$ cat src/rtl/adc_fmt_pkg.sv
package adc_fmt_pkg;
  localparam int unsigned BYTE_W = 8;

  typedef enum logic [1:0] {
    MODE_LEFT_U = 2'd0,
    MODE_LEFT_S = 2'd1,
    MODE_RIGHT  = 2'd2,
    MODE_TRUNC  = 2'd3
  } adc_mode_e;

  typedef struct packed {
    logic [BYTE_W-1:0] hi;
    logic [BYTE_W-1:0] lo;
  } byte_pair_t;
endpackage

$ cat src/rtl/adc_fmt_pack.sv
module adc_fmt_pack
  import adc_fmt_pkg::*;
#(
  parameter int unsigned RES_W = 10
) (
  input  logic [RES_W-1:0] res_i,
  input  adc_mode_e        mode_i,
  output byte_pair_t       pair_o
);
  localparam int unsigned LSB_W = RES_W - BYTE_W;
  localparam int unsigned PAD_W = BYTE_W - LSB_W;

  logic [BYTE_W-1:0] top_byte;
  logic [BYTE_W-1:0] left_lo;
  logic [BYTE_W-1:0] right_hi;

  assign top_byte = res_i[RES_W-1 -: BYTE_W];
  assign left_lo  = {res_i[LSB_W-1:0], {PAD_W{1'b0}}};
  assign right_hi = {{PAD_W{1'b0}}, res_i[RES_W-1:BYTE_W]};

  always_comb begin
    unique case (mode_i)
      MODE_LEFT_U: pair_o = '{hi: top_byte, lo: left_lo};
      MODE_LEFT_S: pair_o = '{hi: {~top_byte[BYTE_W-1], top_byte[BYTE_W-2:0]}, lo: left_lo};
      MODE_RIGHT:  pair_o = '{hi: right_hi, lo: res_i[BYTE_W-1:0]};
      default:     pair_o = '{hi: '0, lo: top_byte};
    endcase
  end

  always_comb begin
    if (mode_i == MODE_TRUNC) a_r4_trunc_hi_zero: assert (pair_o.hi == '0);
  end
endmodule

$ cat src/rtl/adc_fmt_lock.sv
module adc_fmt_lock
  import adc_fmt_pkg::*;
(
  input  logic      clk_i,
  input  logic      rst_ni,
  input  adc_mode_e mode_i,
  input  logic      rd_hi_i,
  input  logic      rd_lo_i,
  input  logic      done_i,
  output logic      accept_o,
  output logic      lock_o
);
  adc_mode_e mode_q;
  logic      lock_q;
  logic      mode_chg;
  logic      trunc;

  assign trunc    = (mode_i == MODE_TRUNC);
  assign mode_chg = (mode_i != mode_q);
  // lock_q sampled before any same-cycle release: a result in the release cycle drops
  assign accept_o = done_i && (trunc || !lock_q);
  assign lock_o   = lock_q;

  always_ff @(posedge clk_i or negedge rst_ni) begin
    if (!rst_ni) begin
      mode_q <= MODE_LEFT_U;
      lock_q <= 1'b0;
    end else begin
      mode_q <= mode_i;
      if (mode_chg || rd_lo_i) lock_q <= 1'b0;
      else if (rd_hi_i && !trunc) lock_q <= 1'b1;
    end
  end

  a_r8_lo_releases: assert property (@(posedge clk_i) disable iff (!rst_ni)
    rd_lo_i |=> !lock_q);
  a_r10_mode_chg_releases: assert property (@(posedge clk_i) disable iff (!rst_ni)
    mode_chg |=> !lock_q);
  a_r4_trunc_no_lock: assert property (@(posedge clk_i) disable iff (!rst_ni)
    trunc |=> !lock_q);
  a_r7_hi_arms: assert property (@(posedge clk_i) disable iff (!rst_ni)
    (rd_hi_i && !trunc && !mode_chg) |=> lock_q);
  a_r9_release_cycle_drop: assert property (@(posedge clk_i) disable iff (!rst_ni)
    (lock_q && !trunc) |-> !accept_o);
endmodule

$ cat src/rtl/adc_fmt_regs.sv
module adc_fmt_regs
  import adc_fmt_pkg::*;
#(
  parameter int unsigned ADDR_W  = 8,
  parameter logic [ADDR_W-1:0] HI_ADDR = 8'h3D,
  parameter logic [ADDR_W-1:0] LO_ADDR = 8'h3E
) (
  input  logic              clk_i,
  input  logic              rst_ni,
  input  logic              wr_i,
  input  byte_pair_t        pair_i,
  input  logic              lock_i,
  input  logic              rd_en_i,
  input  logic [ADDR_W-1:0] rd_addr_i,
  output logic              rd_hi_o,
  output logic              rd_lo_o,
  output logic [BYTE_W-1:0] rd_data_o
);
  byte_pair_t data_q;

  assign rd_hi_o = rd_en_i && (rd_addr_i == HI_ADDR);
  assign rd_lo_o = rd_en_i && (rd_addr_i == LO_ADDR);

  // contents intentionally survive reset
  always_ff @(posedge clk_i) begin
    if (wr_i) data_q <= pair_i;
  end

  always_comb begin
    if (rd_hi_o)      rd_data_o = data_q.hi;
    else if (rd_lo_o) rd_data_o = data_q.lo;
    else              rd_data_o = '0;
  end

  a_r7_frozen: assert property (@(posedge clk_i) disable iff (!rst_ni)
    (lock_i && !wr_i) |=> $stable(data_q));
  a_r5_idle_zero: assert property (@(posedge clk_i) disable iff (!rst_ni)
    !rd_en_i |-> rd_data_o == '0);
  a_r6_stored: assert property (@(posedge clk_i) disable iff (!rst_ni)
    wr_i |=> data_q == $past(pair_i));
endmodule

$ cat src/rtl/adc_result_fmt.sv
module adc_result_fmt
  import adc_fmt_pkg::*;
#(
  parameter int unsigned RES_W  = 10,
  parameter int unsigned ADDR_W = 8,
  parameter logic [ADDR_W-1:0] HI_ADDR = 8'h3D,
  parameter logic [ADDR_W-1:0] LO_ADDR = 8'h3E
) (
  input  logic              clk_i,
  input  logic              rst_ni,
  input  logic [RES_W-1:0]  res_i,
  input  logic              res_done_i,
  input  logic [1:0]        mode_i,
  input  logic              rd_en_i,
  input  logic [ADDR_W-1:0] rd_addr_i,
  output logic [BYTE_W-1:0] rd_data_o
);
  adc_mode_e  mode;
  byte_pair_t pair;
  logic       accept;
  logic       lock;
  logic       rd_hi;
  logic       rd_lo;

  assign mode = adc_mode_e'(mode_i);

  adc_fmt_pack #(.RES_W(RES_W)) u_pack (
    .res_i  (res_i),
    .mode_i (mode),
    .pair_o (pair)
  );

  adc_fmt_lock u_lock (
    .clk_i    (clk_i),
    .rst_ni   (rst_ni),
    .mode_i   (mode),
    .rd_hi_i  (rd_hi),
    .rd_lo_i  (rd_lo),
    .done_i   (res_done_i),
    .accept_o (accept),
    .lock_o   (lock)
  );

  adc_fmt_regs #(.ADDR_W(ADDR_W), .HI_ADDR(HI_ADDR), .LO_ADDR(LO_ADDR)) u_regs (
    .clk_i     (clk_i),
    .rst_ni    (rst_ni),
    .wr_i      (accept),
    .pair_i    (pair),
    .lock_i    (lock),
    .rd_en_i   (rd_en_i),
    .rd_addr_i (rd_addr_i),
    .rd_hi_o   (rd_hi),
    .rd_lo_o   (rd_lo),
    .rd_data_o (rd_data_o)
  );

  a_r11_reset_unlocked: assert property (@(posedge clk_i)
    $rose(rst_ni) |-> !lock);
  a_r4_trunc_always_stores: assert property (@(posedge clk_i) disable iff (!rst_ni)
    (res_done_i && mode == MODE_TRUNC) |-> accept);
endmodule

$ cat config.mk
export PLATFORM = sky130hd
export DESIGN_NAME = adc_result_fmt
export DESIGN_NICKNAME = d
export VERILOG_FILES = /design/src/rtl/adc_fmt_pkg.sv /design/src/rtl/adc_fmt_pack.sv /design/src/rtl/adc_fmt_lock.sv /design/src/rtl/adc_fmt_regs.sv /design/src/rtl/adc_result_fmt.sv
export SDC_FILE = /design/constraint.sdc
export NUM_CORES = 1
export LEC_CHECK = 0
export BUFFER_PORTS_ARGS = -buffer_cell sky130_fd_sc_hd__buf_2
export CAP_MARGIN = 20
export CORE_MARGIN = 3
export CORE_UTILIZATION = 45
export CTS_BUF_LIST = sky130_fd_sc_hd__clkbuf_2
export DETAILED_ROUTE_END_ITERATION = 7
export PLACE_DENSITY = 0.69
export SLEW_MARGIN = 15
export SYNTH_ARGS = -nofsm -noshare
export SYNTH_HDL_FRONTEND = slang
export SYNTH_HIERARCHICAL = 1
export SYNTH_SLANG_ARGS = --single-unit
export TNS_END_PERCENT = 30
$ cat constraint.sdc
create_clock -name clk_i -period 3.9 [get_ports clk_i]
set_input_delay 0.195 -clock clk_i [delete_from_list [all_inputs] [get_ports clk_i]]
set_output_delay 0.195 -clock clk_i [all_outputs]
set_load 0.005 [all_outputs]
# ---- Word level (Yosys, flattened, before mapping)
# Cells that the tools add are included.
dict set report totals {
  ff_bits 19
  latch_bits 0
  ram_bits 0
  romBits 0
  inputBits 24
  output_inout_bits 8
  wordCells 26
  memories 0
}
dict set report classes {
  addsub 0
  n_mul 0
  div_mod_pow 0
  magnitude_cmp 0
  eq_ne 6
  n_shift 0
  n_mux 5
  bitwise 1
  n_reduce_logical 10
}
# cell count
set ops {}
lappend ops {{case mux 16 bit (3 select lines)} 1}
lappend ops {{equality test 8 x 6 -> 1 bit, second input constant} 2}
lappend ops {{2-to-1 mux 8 bit} 2}
lappend ops {{equality test 2 bit, second input constant} 2}
lappend ops {{logical AND 1 bit} 4}
lappend ops {{equality test 2 x 1 -> 1 bit, second input constant} 1}
lappend ops {{zero test 1 bit} 2}
lappend ops {{zero test 2 bit} 1}
lappend ops {{logical OR 1 bit} 2}
lappend ops {{2-to-1 mux 1 bit} 2}
lappend ops {{!= test 2 bit} 1}
lappend ops {{nonzero test 2 bit} 1}
lappend ops {{NOT 1 bit} 1}

# ---- Logic depth before layout (Yosys ltp)
# Gate-level depths: netlist of the first run.
dict set report depth {
  depth_word 5
  ltp_mapped 4
}

# ---- By module
# Netlist of the first run, hierarchy kept.
# mod instances cells_each area_each_um2 seq_area_each_um2
set by_module_without_submodules {}
lappend by_module_without_submodules {adc_fmt_regs 1 47 745.7 480.5}
lappend by_module_without_submodules {adc_fmt_pack 1 34 231.5 0.0}
lappend by_module_without_submodules {adc_fmt_lock 1 12 136.4 75.1}

# ---- Least setup slack after synthesis of the first run
# No wires, ideal clock.
dict set report synth_path {
  path_kind {flip-flop to flip-flop}
  start {reg u_lock.lock_q (netlist: u_lock/lock_o)}
  end {reg u_regs/data_q[0] (netlist name), enable pin}
  arrival_ns 1.581
  setup_slack_ns 1.906
  path_stages_with_launch 2
  synth_period_minus_slack_ns 1.994
  cell_sequence {dfrtp_1 a21boi_0}
}
dict set report synth_between {
  elab_chain_len 3
}
# element line
set synth_rtl {}
lappend synth_rtl {{start, declared} adc_fmt_lock.sv:14} ;# logic lock_q;
lappend synth_rtl {{start signal, assigned} adc_fmt_lock.sv:27} ;# lock_q <= 1'b0;
lappend synth_rtl {{start signal, assigned} adc_fmt_lock.sv:30} ;# if (mode_chg || rd_lo_i) lock_q <= 1'b0;
lappend synth_rtl {{start signal, assigned} adc_fmt_lock.sv:31} ;# else if (rd_hi_i && !trunc) lock_q <= 1'b1;
lappend synth_rtl {{zero test 1 bit} adc_fmt_lock.sv:21} ;# assign accept_o = done_i && (trunc || !lock_q);
lappend synth_rtl {{logical OR 1 bit} adc_fmt_lock.sv:21}
lappend synth_rtl {{logical AND 1 bit} adc_fmt_lock.sv:21}
lappend synth_rtl {{named net accept} adc_result_fmt.sv:20} ;# logic accept;
lappend synth_rtl {{end signal, assigned} adc_fmt_regs.sv:26} ;# if (wr_i) data_q <= pair_i;
lappend synth_rtl {{end, declared} adc_fmt_regs.sv:19} ;# byte_pair_t data_q;
# The timed path passes the listed nets, and every way through them passes these cells.
# A chain may end at the register's enable or synchronous reset.

# ---- Worst setup path in the final report of the first run
dict set report layout_path {
  start {reg u_regs/data_q[15] (netlist name)}
  end {out rd_data_o[7]}
}
dict set report layout_between {
  elab_chain_len 1
}
# element line
set layout_rtl {}
lappend layout_rtl {{2-to-1 mux 8 bit} adc_fmt_regs.sv:30} ;# if (rd_hi_o) rd_data_o = data_q.hi;
lappend layout_rtl {{end, declared} adc_result_fmt.sv:16} ;# output logic [BYTE_W-1:0] rd_data_o
# No other way between the ends.

==> impl_summary.log, run 1 <==
[metrics] run status: completed
[metrics] standby leakage power: 0.523 nW
[metrics] sequential cell fraction of total power: 0.638
[metrics] core utilization of the finished layout: 0.572
[metrics] flip-flop and latch count after synthesis: 19
[metrics] Resized cells post-CTS: 0
[metrics] delay of the slowest cell on the worst path: 350 ps
[metrics] post-CTS repair timing setup buffer count: 0
[metrics] net switching share of the total power: 0.233
[metrics] pin count of the biggest net entering global routing: 26
[metrics] Post-Synthesis Cell Area: 0.00111 mm^2
[metrics] CTS buffer count: 3
[metrics] warning count from the yosys run: 6
[metrics] Die Footprint: 0.00311 mm^2
[metrics] share of the clock period used by the worst path: 0.333
[metrics] GR Util met1: 0.194
[metrics] routed length per instance: ~13 um
[metrics] H-tree Lvls: 1
[metrics] CTS tree: built
[metrics] fraction of met2 tracks used by global routing: 0.201
[metrics] Final Slew Violations: 0
[metrics] Cell Int Power: 0.292 mW
[metrics] vertical die dimension: 55.7 um
[metrics] Psw: ~0.09 mW
[metrics] Hold Path Class: primary input to register
[metrics] clock network fraction of design power: 0.210
[metrics] number of iterations in the first detailed-routing pass: 5
[metrics] via-per-instance ratio: 5.09
[metrics] clock skew after layout: between 10 and 15 ps
[metrics] quantity of I/O buffers inserted on ports: 31
[metrics] total vias in the final route: 779
[metrics] count of standard-cell rows: 17
[metrics] Peak supply drop: 0.145 mV
[metrics] setup violation total in the final timing report: 0
[metrics] relative max-transition margin: 0.769
[metrics] Max Clock Freq: ~0.77 GHz
[metrics] data required time of the worst path: 3700 ps
[metrics] count of clock tree sinks: 19
[metrics] busiest grt layer: met2
[metrics] highest fanout seen on the critical path: 1
[metrics] HPWL Detailed: 1530 um
[metrics] number of DRC markers after the initial detailed-route iteration: 14
[metrics] Avg Inst Size Synth: 12.0 um^2
[metrics] portion of the post-synthesis area used by sequential elements: 0.499
[metrics] Setup crit start kind: register
[metrics] number of global-route vias before repair: 742
[metrics] max-cap violations: 0
[metrics] worst-skew pair later-pin latency: 290 ps
[metrics] clock input transition at the sequential cells of the worst setup and hold paths: 170 ps
[metrics] global-route wire length before repair: 3350 um
[metrics] GPL Wtd Cong: 0.757
[metrics] number of antenna violations at the first check in global routing: 0
[metrics] Starting Density: 0.489
[metrics] number of buffer and inverter stages on the critical path: 1
[metrics] combinational fraction of design power: 0.153
[metrics] minimum clock period: 1300 ps
[metrics] final routed DRC violation total: 0
[metrics] post-synthesis async set-or-reset flop share: 0.158
[metrics] ANT nets after route: 0
[metrics] total grt overflow: 0
[metrics] Gate Count Post-Synth: 93
[metrics] Post-Route WL: slightly below 2000 um
[metrics] Slew @ Worst Pin: 346 ps
[metrics] buffer type at the clock tree root: sky130_fd_sc_hd__clkbuf_2
[metrics] number of flops mapped to enable cells by yosys: 16
[metrics] Antenna diodes: 0
[metrics] setup repair after global routing missed its margin: false
[metrics] maximum root-to-sink buffer count: 2
[metrics] number of nets in the synthesized netlist: approximately 120
[metrics] number of different library cells in the post-synthesis netlist: 27
[metrics] share of post-route cells with drive strength above 1: 0.344
[metrics] All-Layer GR Usage: 0.135
[metrics] Layout Nets: 150
[metrics] start-to-end type of the worst setup path: register to output pin
[metrics] predominant post-synthesis flop cell: sky130_fd_sc_hd__edfxtp_1
[metrics] CP delay by family, top: flip-flops
[metrics] layout filler cell count: 206
[metrics] total design power: between 0.3 and 0.4 mW
[metrics] die width: 55.7 um
[metrics] cell breakdown of the critical path: nand3b_1 > a211oi_1 > buf_2
[metrics] power density over the cells: 292 mW/mm^2
[metrics] capturing element type of the critical path: output pin
[metrics] Floorplan Core Area: 0.00228 mm^2
[metrics] crit path DAT: 1100 ps
[metrics] Boundary Pins: 32
[metrics] GR met3 Demand/Resource: 0.0232
[metrics] sum of negative setup slack: 0 ps
[metrics] count of final hold-check violations: 0
[metrics] cell at the slowest stage of the critical path: sky130_fd_sc_hd__edfxtp_1
[metrics] Syn-to-layout area delta: 17.0%
## cells in the mapped netlist, types with 2 or more instances
cell                       instances  share of area
sky130_fd_sc_hd__o21ai_0           2         0.0090
sky130_fd_sc_hd__inv_1             2         0.0067
sky130_fd_sc_hd__dfrtp_1           3          0.067
sky130_fd_sc_hd__nand3b_1         18           0.12
sky130_fd_sc_hd__nor2_1            5          0.017
sky130_fd_sc_hd__mux2i_1           8          0.072
sky130_fd_sc_hd__buf_6             2          0.020
sky130_fd_sc_hd__edfxtp_1         16           0.43
sky130_fd_sc_hd__nor2b_1          11          0.062
sky130_fd_sc_hd__a21oi_1           2         0.0090
sky130_fd_sc_hd__a211oi_1          8          0.054
## path summary, 6_finish.rpt
| path | from | to | slack (ps) | cells after the start |
|---|---|---|---|---|
| setup / recovery | u_regs/data_q[15] | rd_data_o[7] | 2600 | 3 |
| hold / removal | mode_i[0] | u_lock/mode_q[0] | 180 | 1 |
| setup reg to reg | u_lock/mode_q[1] | u_lock/lock_o | 2680 | 3 |
| hold reg to reg | u_lock/mode_q[0] | u_lock/lock_o | 610 | 2 |
| max in group asynchronous | rst_ni | u_lock/mode_q[0] | 3580 | 2 |
| min in group asynchronous | rst_ni | u_lock/mode_q[1] | 200 | 2 |
## power by group through the flow
stage,registers (mW),logic (mW),clock network [mW]
floorplan,0.246,0.0363,0
global placement,0.247,0.0552,0
detailed placement,0.248,0.0575,0
CTS,0.243,0.0583,0.0814
global route,0.244,0.0656,0.0928
finish,0.243,0.0582,0.0799
## per-layer routing
metal  up-vias  wire (um)  share of wire
met5         -          0              0
met4         0         14         0.0072
met3         2        141          0.073
met2        25        836           0.43
met1       338        950           0.49
li1        414          -              -
## stage by stage
step                hold slack [ps]  instance area, um^2  instances  worst slack (ps)
floorplan                      -101                 1110         93              1910
global placement              -3.86                 1270        148              2620
detailed placement             2.30                 1270        148              2590
CTS                             168                 1300        153              2580
global route                    170                 1300        153              2460
finish                          183                 1300        153              2600
## registers in the layout, summed over array words and instances, names as in the netlist
register,cells
u_regs/data_q,16
u_lock/mode_q,2
u_lock/lock_o,1
## cells by family (layout without fill, tap and decap cells)
group / count (synthesis) / in the layout / share of synthesized area
AND/OR/NAND/NOR: 41 / 41 / 0.272
flip-flops: 19 / 19 / 0.499
AO/OA/AOI/OAI: 15 / 15 / 0.0966
multiplexers: 8 / 8 / 0.0719
buffers and inverters: 8 / 40 / 0.0449
XOR/XNOR: 2 / 2 / 0.0157
## repair_timing
action,4_1_cts,5_1_grt
hold endpoints to repair,3,0
endpoints found under the setup margin,0,0
hold buffers,1,0
## worst register-to-register path, cell delays in order, from the launching register on
cell                       delay (ps)
sky130_fd_sc_hd__dfrtp_1          440
sky130_fd_sc_hd__xor2_1           160
sky130_fd_sc_hd__or3_1            350
sky130_fd_sc_hd__a211oi_2         220
## final cells by class
class,count,area [um^2],share of cell area
flip-flops and latches,19,556,0.427
inverters,3,11.3,0.00865
clock buffers,4,20.0,0.0154
multi-input cells,66,508,0.390
repair buffers,33,173,0.133
well taps,28,35.0,0.0269
## placed cells by master (no fill, tap or decap), types with 2 or more instances in the layout
cell                        n
sky130_fd_sc_hd__dfrtp_1    3
sky130_fd_sc_hd__mux2i_1    8
sky130_fd_sc_hd__edfxtp_1  16
sky130_fd_sc_hd__nand3b_1  18
sky130_fd_sc_hd__nor2_1     5
sky130_fd_sc_hd__a21oi_1    2
sky130_fd_sc_hd__inv_1      2
sky130_fd_sc_hd__buf_2     31
sky130_fd_sc_hd__clkbuf_2   4
sky130_fd_sc_hd__o21ai_0    2
sky130_fd_sc_hd__a211oi_1   8
sky130_fd_sc_hd__nor2b_1   11
Note: power is estimated with default switching activity, not from simulation.
==> run 2, diff against run 1 <==
==> constraint.sdc (replaced) <==
create_clock -name clk_i -period 1.3 [get_ports clk_i]
set_input_delay 0.065 -clock clk_i [delete_from_list [all_inputs] [get_ports clk_i]]
set_output_delay 0.065 -clock clk_i [all_outputs]
set_load 0.005 [all_outputs]
==> run 2 against run 1 <==
Clock power rose to 2.9 times the previous value. Highest routed layer unchanged. Final cell count up 2.0%. Critical endpoint is now u_regs/data_q[7]. Clock skew up 4.8 ps. Die area unchanged. Core utilization up 2.0 points. Critical path type is now primary input to register. Sequential share of layout area down 1.5 points. Non-clock buffer count up 3.
==> impl_summary.log, run 2 (same netlist as run 1, synthesis figures left out) <==
[metrics] run status: completed
[metrics] pin count of the biggest net entering global routing: 22
[metrics] register with the highest flop count: u_regs/data_q
[metrics] routed length per instance: 12.4 um
[metrics] Layout Nets: 153
[metrics] busiest grt layer: met2
[metrics] number of antenna violations at the first check in global routing: 0
[metrics] setup violation total in the final timing report: 0
[metrics] ANT nets after route: 0
[metrics] number of global-route vias before repair: 756
[metrics] clock skew after layout: 18.0 ps
[metrics] Peak supply drop: 0.496 mV
[metrics] highest fanout seen on the critical path: 11
[metrics] crit path DAT: 1250 ps
[metrics] post-CTS repair timing setup buffer count: 0
[metrics] worst-skew pair later-pin latency: 280 ps
[metrics] count of final hold-check violations: 0
[metrics] vertical die dimension: around 56 um
[metrics] max-cap violations: 0
[metrics] Floorplan Core Area: 0.00228 mm^2
[metrics] layout filler cell count: 201
[metrics] setup repair after global routing missed its margin: false
[metrics] total grt overflow: 0
[metrics] clock input transition at the sequential cells of the worst setup and hold paths: about 160 ps
[metrics] DP Area: between 0.001 and 0.0015 mm^2
[metrics] Syn-to-layout area delta: 21.1%
[metrics] capturing element type of the critical path: register
[metrics] sum of negative setup slack: 0 ps
[metrics] setup slack at placement: 143 ps
[metrics] Slew @ Worst Pin: 258 ps
[metrics] start-to-end type of the worst setup path: primary input to register
[metrics] share of post-route cells with drive strength above 1: 0.367
[metrics] relative max-transition margin: 0.827
[metrics] minimum clock period: roughly 1200 ps
[metrics] number of DRC markers after the initial detailed-route iteration: 19
[metrics] Boundary Pins: 32
[metrics] die width: 55.7 um
[metrics] CTS buffer count: 3
[metrics] global-route wire length before repair: 3410 um
[metrics] area of all placed cells without fillers: 0.00135 mm^2
[metrics] H-tree Lvls: 1
[metrics] Antenna diodes: 0
[metrics] Die Footprint: 0.00311 mm^2
[metrics] Starting Density: 0.489
[metrics] total vias in the final route: 800
[metrics] power density over the cells: approximately 850 mW/mm^2
[metrics] Hold Path Class: primary input to asynchronous set/reset pin
[metrics] maximum root-to-sink buffer count: 2
[metrics] quantity of I/O buffers inserted on ports: 31
[metrics] fraction of met2 tracks used by global routing: 0.218
[metrics] data required time of the worst path: between 1000 and 1500 ps
[metrics] share of the clock period used by the worst path: 0.940
[metrics] Register-to-Register Setup Slack: 120 ps
[metrics] most common cell after layout, fill and taps aside: sky130_fd_sc_hd__buf_2
[metrics] GR met3 Demand/Resource: 0.0371
[metrics] count of standard-cell rows: 17
[metrics] standby leakage power: 0.542 nW
[metrics] Max Clock Freq: 0.818 GHz
[metrics] most frequent cells in the layout: sky130_fd_sc_hd__buf_2 (31), sky130_fd_sc_hd__nand3b_1 (18), sky130_fd_sc_hd__edfxtp_1 (16), sky130_fd_sc_hd__nor2b_1 (11), sky130_fd_sc_hd__mux2i_1 (8)
[metrics] via-per-instance ratio: 5.13
[metrics] All-Layer GR Usage: 0.136
[metrics] count of clock tree sinks: 19
[metrics] final setup slack of the worst path: 78.1 ps
[metrics] number of flip-flops in the largest register: 16
[metrics] final routed DRC violation total: 0
[metrics] GR Util met1: 0.178
[metrics] buffer type at the clock tree root: sky130_fd_sc_hd__clkbuf_2
[metrics] Final Slew Violations: 0
[metrics] number of iterations in the first detailed-routing pass: 4
[metrics] total design power: about 1.1 mW
[metrics] Setup crit start kind: primary input
[metrics] GPL Wtd Cong: 0.723
[metrics] CTS tree: built
[metrics] Post-Route WL: 1940 um
## run 2: changes by cell type in the layout (fill, tap and decap cells not counted), sizes merged
cell | previous run | this run
buf | 32 | 34
dlygate4sd3 | 1 | 2
## run 2: worst max-delay path, stage by stage
cell and delay [ps]:
sky130_fd_sc_hd__dlygate4sd3_1 520, sky130_fd_sc_hd__buf_2 150, sky130_fd_sc_hd__buf_4 210, sky130_fd_sc_hd__mux2i_1 200
sky130_fd_sc_hd__a21oi_1 90
## run 2: power by group
group / total, mW / leakage [nW] / switching [mW] / internal, mW
clock network: 0.231 / 0.0166 / 0.150 / 0.0816
registers: 0.730 / 0.192 / 0.0160 / 0.714
logic: 0.185 / 0.333 / 0.0941 / 0.0913
total: 1.15 / 0.542 / 0.260 / 0.887
## run 2: metrics by stage
stage                util  hold slack (ps)  cells
floorplan               -             -231     93
finish              0.593             72.9    156
global placement    0.573             -139    150
CTS                 0.590             65.8    156
global route        0.593             60.6    156
detailed placement  0.573             -134    150
## run 2: area by class of cell
class / count / area (um^2) / share of cell area
Tap cell: 28 / 35.0 / 0.0260
Timing Repair Buffer: 36 / 210 / 0.156
Inverter: 3 / 11.3 / 0.00835
Multi-Input combinational cell: 66 / 517 / 0.383
Sequential cell: 19 / 556 / 0.412
Clock buffer: 4 / 20.0 / 0.0148
## run 2: timing repair
item,in CTS,in global routing
resized for setup,0,1
hold endpoints to repair,4,0
endpoints found under the setup margin,0,1
hold buffers,2,0
## run 2: worst paths after layout
check	startpoint	endpoint	cells past startpoint
max in group asynchronous	rst_ni	u_lock/mode_q[0]	2
worst min-delay path	rst_ni	u_lock/mode_q[1]	2
worst max register to register	u_lock/mode_q[1]	u_lock/lock_o	3
worst min register to register	u_lock/mode_q[0]	u_lock/lock_o	2
worst max-delay path	mode_i[0]	u_regs/data_q[7]	5
min in group clk_i	res_i[6]	u_regs/data_q[12]	2
## run 2: metal layers
| layer | up-vias | part of all wire | wire, um |
|---|---|---|---|
| met3 | 2 | 0.083 | 161 |
| met1 | 353 | 0.46 | 899 |
| met4 | 0 | 0.0052 | 10 |
| met5 | - | 0 | 0 |
| met2 | 24 | 0.45 | 864 |
| li1 | 421 | - | - |
==> run 3, diff against run 2 <==
--- a/config.mk
+++ b/config.mk
@@ -17,4 +17,4 @@
 export SYNTH_HDL_FRONTEND = slang
 export SYNTH_HIERARCHICAL = 1
 export SYNTH_SLANG_ARGS = --single-unit
-export TNS_END_PERCENT = 30
+export TNS_END_PERCENT = 100
==> constraint.sdc (replaced) <==
create_clock -name clk_i -period 1.3 [get_ports clk_i]
set_input_delay 0.26 -clock clk_i [delete_from_list [all_inputs] [get_ports clk_i]]
set_output_delay 0.26 -clock clk_i [all_outputs]
set_load 0.005 [all_outputs]
==> run 3 against run 2 <==
The run now ends with negative setup slack left. Clock power is 6% higher. Sequential share of layout area is 0.60 points lower. Worst hold slack better by 180 ps. Core utilization is 0.88 points higher. Fmax is 12% lower. Non-clock buffer count is 1 higher. Cell area is 1.5% higher. Die area stayed put. Register-to-register slack worse by 20 ps. Combinational power is 2% higher. Highest routed layer unchanged.
==> impl_summary.log, run 3 (same netlist as run 1, synthesis figures left out) <==
[metrics] via-per-instance ratio: between 5 and 6
[metrics] DP Area: 0.00132 mm^2
[metrics] CP endpoint: rd_data_o[7]
[metrics] number of iterations in the first detailed-routing pass: 4
[metrics] global-route wire length before repair: 3490 um
[metrics] pin count of the biggest net entering global routing: 22
[metrics] Floorplan Core Area: ~0.0023 mm^2
[metrics] Hold Path Class: primary input to asynchronous set/reset pin
[metrics] Max Clock Freq: 0.720 GHz
[metrics] number of buffer and inverter stages on the critical path: 1
[metrics] number of flip-flops in the largest register: 16
[metrics] ANT nets after route: 0
[metrics] count of standard-cell rows: 17
[metrics] setup repair after global routing missed its margin: true
[metrics] share of the clock period used by the worst path: 1.07
[metrics] non-filler cells, final: 157
[metrics] count of clock tree sinks: 19
[metrics] Starting Density: 0.489
[metrics] Slew @ Worst Pin: 270 ps
[metrics] worst-skew pair later-pin latency: 300 ps
[metrics] layout filler cell count: around 190
[metrics] Boundary Pins: 32
[metrics] buffer type at the clock tree root: sky130_fd_sc_hd__clkbuf_2
[metrics] data required time of the worst path: 1040 ps
[metrics] total placed cells including tap cells: roughly 150
[metrics] maximum root-to-sink buffer count: 2
[metrics] delay of the slowest cell on the worst path: 380 ps
[metrics] most frequent cells in the layout: sky130_fd_sc_hd__buf_2 (31), sky130_fd_sc_hd__nand3b_1 (18), sky130_fd_sc_hd__edfxtp_1 (16), sky130_fd_sc_hd__nor2b_1 (11), sky130_fd_sc_hd__mux2i_1 (8)
[metrics] final routed DRC violation total: 0
[metrics] area of all placed cells without fillers: about 0.0014 mm^2
[metrics] CP delay by family, top: flip-flops
[metrics] GPL Wtd Cong: roughly 0.74
[metrics] final setup slack of the worst path: -88.2 ps
[metrics] Antenna diodes: 0
[metrics] total grt overflow: 0
[metrics] number of global-route vias before repair: 770
[metrics] Final Slew Violations: 0
[metrics] count of cell instances traversed by the critical path: 3
[metrics] cell at the slowest stage of the critical path: sky130_fd_sc_hd__edfxtp_1
[metrics] logic depth of the worst register-to-register path: 3
[metrics] start point of the critical path: u_regs/data_q[7]
[metrics] most common cell after layout, fill and taps aside: sky130_fd_sc_hd__buf_2
[metrics] Die Footprint: around 0.0031 mm^2
[metrics] sum of negative setup slack: -498 ps
[metrics] start-to-end type of the worst setup path: register to output pin
[metrics] total design power: approximately 1.2 mW
[metrics] Layout Nets: 154
[metrics] register with the highest flop count: u_regs/data_q
[metrics] Setup crit start kind: register
[metrics] setup violation total in the final timing report: 8
[metrics] standby leakage power: 0.547 nW
[metrics] max-cap violations: 0
[metrics] clock skew after layout: 6.87 ps
[metrics] HPWL Detailed: 1530 um
[metrics] H-tree Lvls: 1
[metrics] minimum clock period: 1390 ps
[metrics] failing checks: negative setup slack
[metrics] capturing element type of the critical path: output pin
[metrics] number of DRC markers after the initial detailed-route iteration: 10
[metrics] crit path DAT: roughly 1100 ps
[metrics] clock input transition at the sequential cells of the worst setup and hold paths: 160 ps
[metrics] core utilization of the finished layout: 0.601
[metrics] die width: 55.7 um
[metrics] All-Layer GR Usage: 0.141
[metrics] CTS tree: built
[metrics] share of post-route cells with drive strength above 1: 0.403
[metrics] cell breakdown of the critical path: nand3b_1 > a211oi_1 > buf_2
[metrics] Peak supply drop: 0.598 mV
[metrics] total vias in the final route: 796
[metrics] Critical R2R Capture: u_lock/lock_o
[metrics] quantity of I/O buffers inserted on ports: 31
[metrics] routed length per instance: 12.7 um
[metrics] Post-Route WL: 1990 um
[metrics] number of antenna violations at the first check in global routing: 0
[metrics] power density over the cells: 852 mW/mm^2
[metrics] CTS buffer count: 3
[metrics] vertical die dimension: 55.7 um
[metrics] Register-to-Register Setup Slack: ~100 ps
[metrics] post-CTS repair timing setup buffer count: 0
[metrics] Syn-to-layout area delta: 22.9%
[metrics] relative max-transition margin: 0.819
[metrics] launch instance of the worst register-to-register path: u_lock/mode_q[1]
[metrics] run status: finished with violations
[metrics] count of final hold-check violations: 0
[metrics] highest fanout seen on the critical path: 1
run 3: cell types whose count changed in the layout (fill, tap and decap cells not counted):
cell,change
sky130_fd_sc_hd__dlygate4sd3_1,-1
sky130_fd_sc_hd__a211oi_1,-3
sky130_fd_sc_hd__buf_4,+2
sky130_fd_sc_hd__a211oi_2,+3
run 3: metrics by stage:
step	setup WS, ps	hold WS (ps)
final	-88.2	257
after floorplan	16.9	-35.6
after global routing	-213	228
after global placement	18.7	56.5
after CTS	-97.3	244
after detailed placement	-21.2	58.9
run 3: what timing repair did:
item / CTS / global route
pin swaps: 1 / 1
gates resized for setup: 2 / 2
hold buffers: 1 / 0
endpoints found under the hold margin: 3 / 0
endpoints found under the setup margin: 8 / 8
run 3: cell type report:
| class | instances | area (um^2) | share of cell area |
|---|---|---|---|
| tap | 28 | 35.0 | 0.0256 |
| clock buffer | 4 | 20.0 | 0.0146 |
| inverter | 3 | 11.3 | 0.00823 |
| timing repair buffer | 37 | 215 | 0.157 |
| multi-input combinational | 66 | 532 | 0.388 |
| sequential | 19 | 556 | 0.406 |
run 3: report_power, final:
| group | internal [mW] | switching, mW | leakage (nW) |
|---|---|---|---|
| clock network | 0.0815 | 0.165 | 0.0166 |
| logic | 0.0929 | 0.0965 | 0.339 |
| registers | 0.714 | 0.0164 | 0.192 |
| total | 0.889 | 0.277 | 0.547 |
run 3: how the worst min path moves through the flow:
stage / startpoint / endpoint / slack (ps) / cells past startpoint
2_1_floorplan: rst_ni / u_lock/lock_o / -40 / 0
3_3_place_gp: rst_ni / u_lock/lock_o / 60 / 1
3_5_place_dp: rst_ni / u_lock/lock_o / 60 / 1
4_1_cts: rst_ni / u_lock/lock_o / 240 / 2
5_1_grt: rst_ni / u_lock/lock_o / 230 / 2
6_report: rst_ni / u_lock/lock_o / 260 / 2
run 3: layer usage:
metal / vias to the layer above / wire length, um / track usage
met5: - / 0 / 0
met4: 0 / 46 / 0.0833
met3: 5 / 173 / 0.0325
met2: 29 / 836 / 0.209
met1: 342 / 930 / 0.186
li1: 420 / - / -
run 3: worst reg2reg max path, stage by stage, from the launching register on:
cell	delay (ps)
sky130_fd_sc_hd__dfrtp_1	430
sky130_fd_sc_hd__xor2_1	160
sky130_fd_sc_hd__or3_1	320
sky130_fd_sc_hd__a211oi_2	220
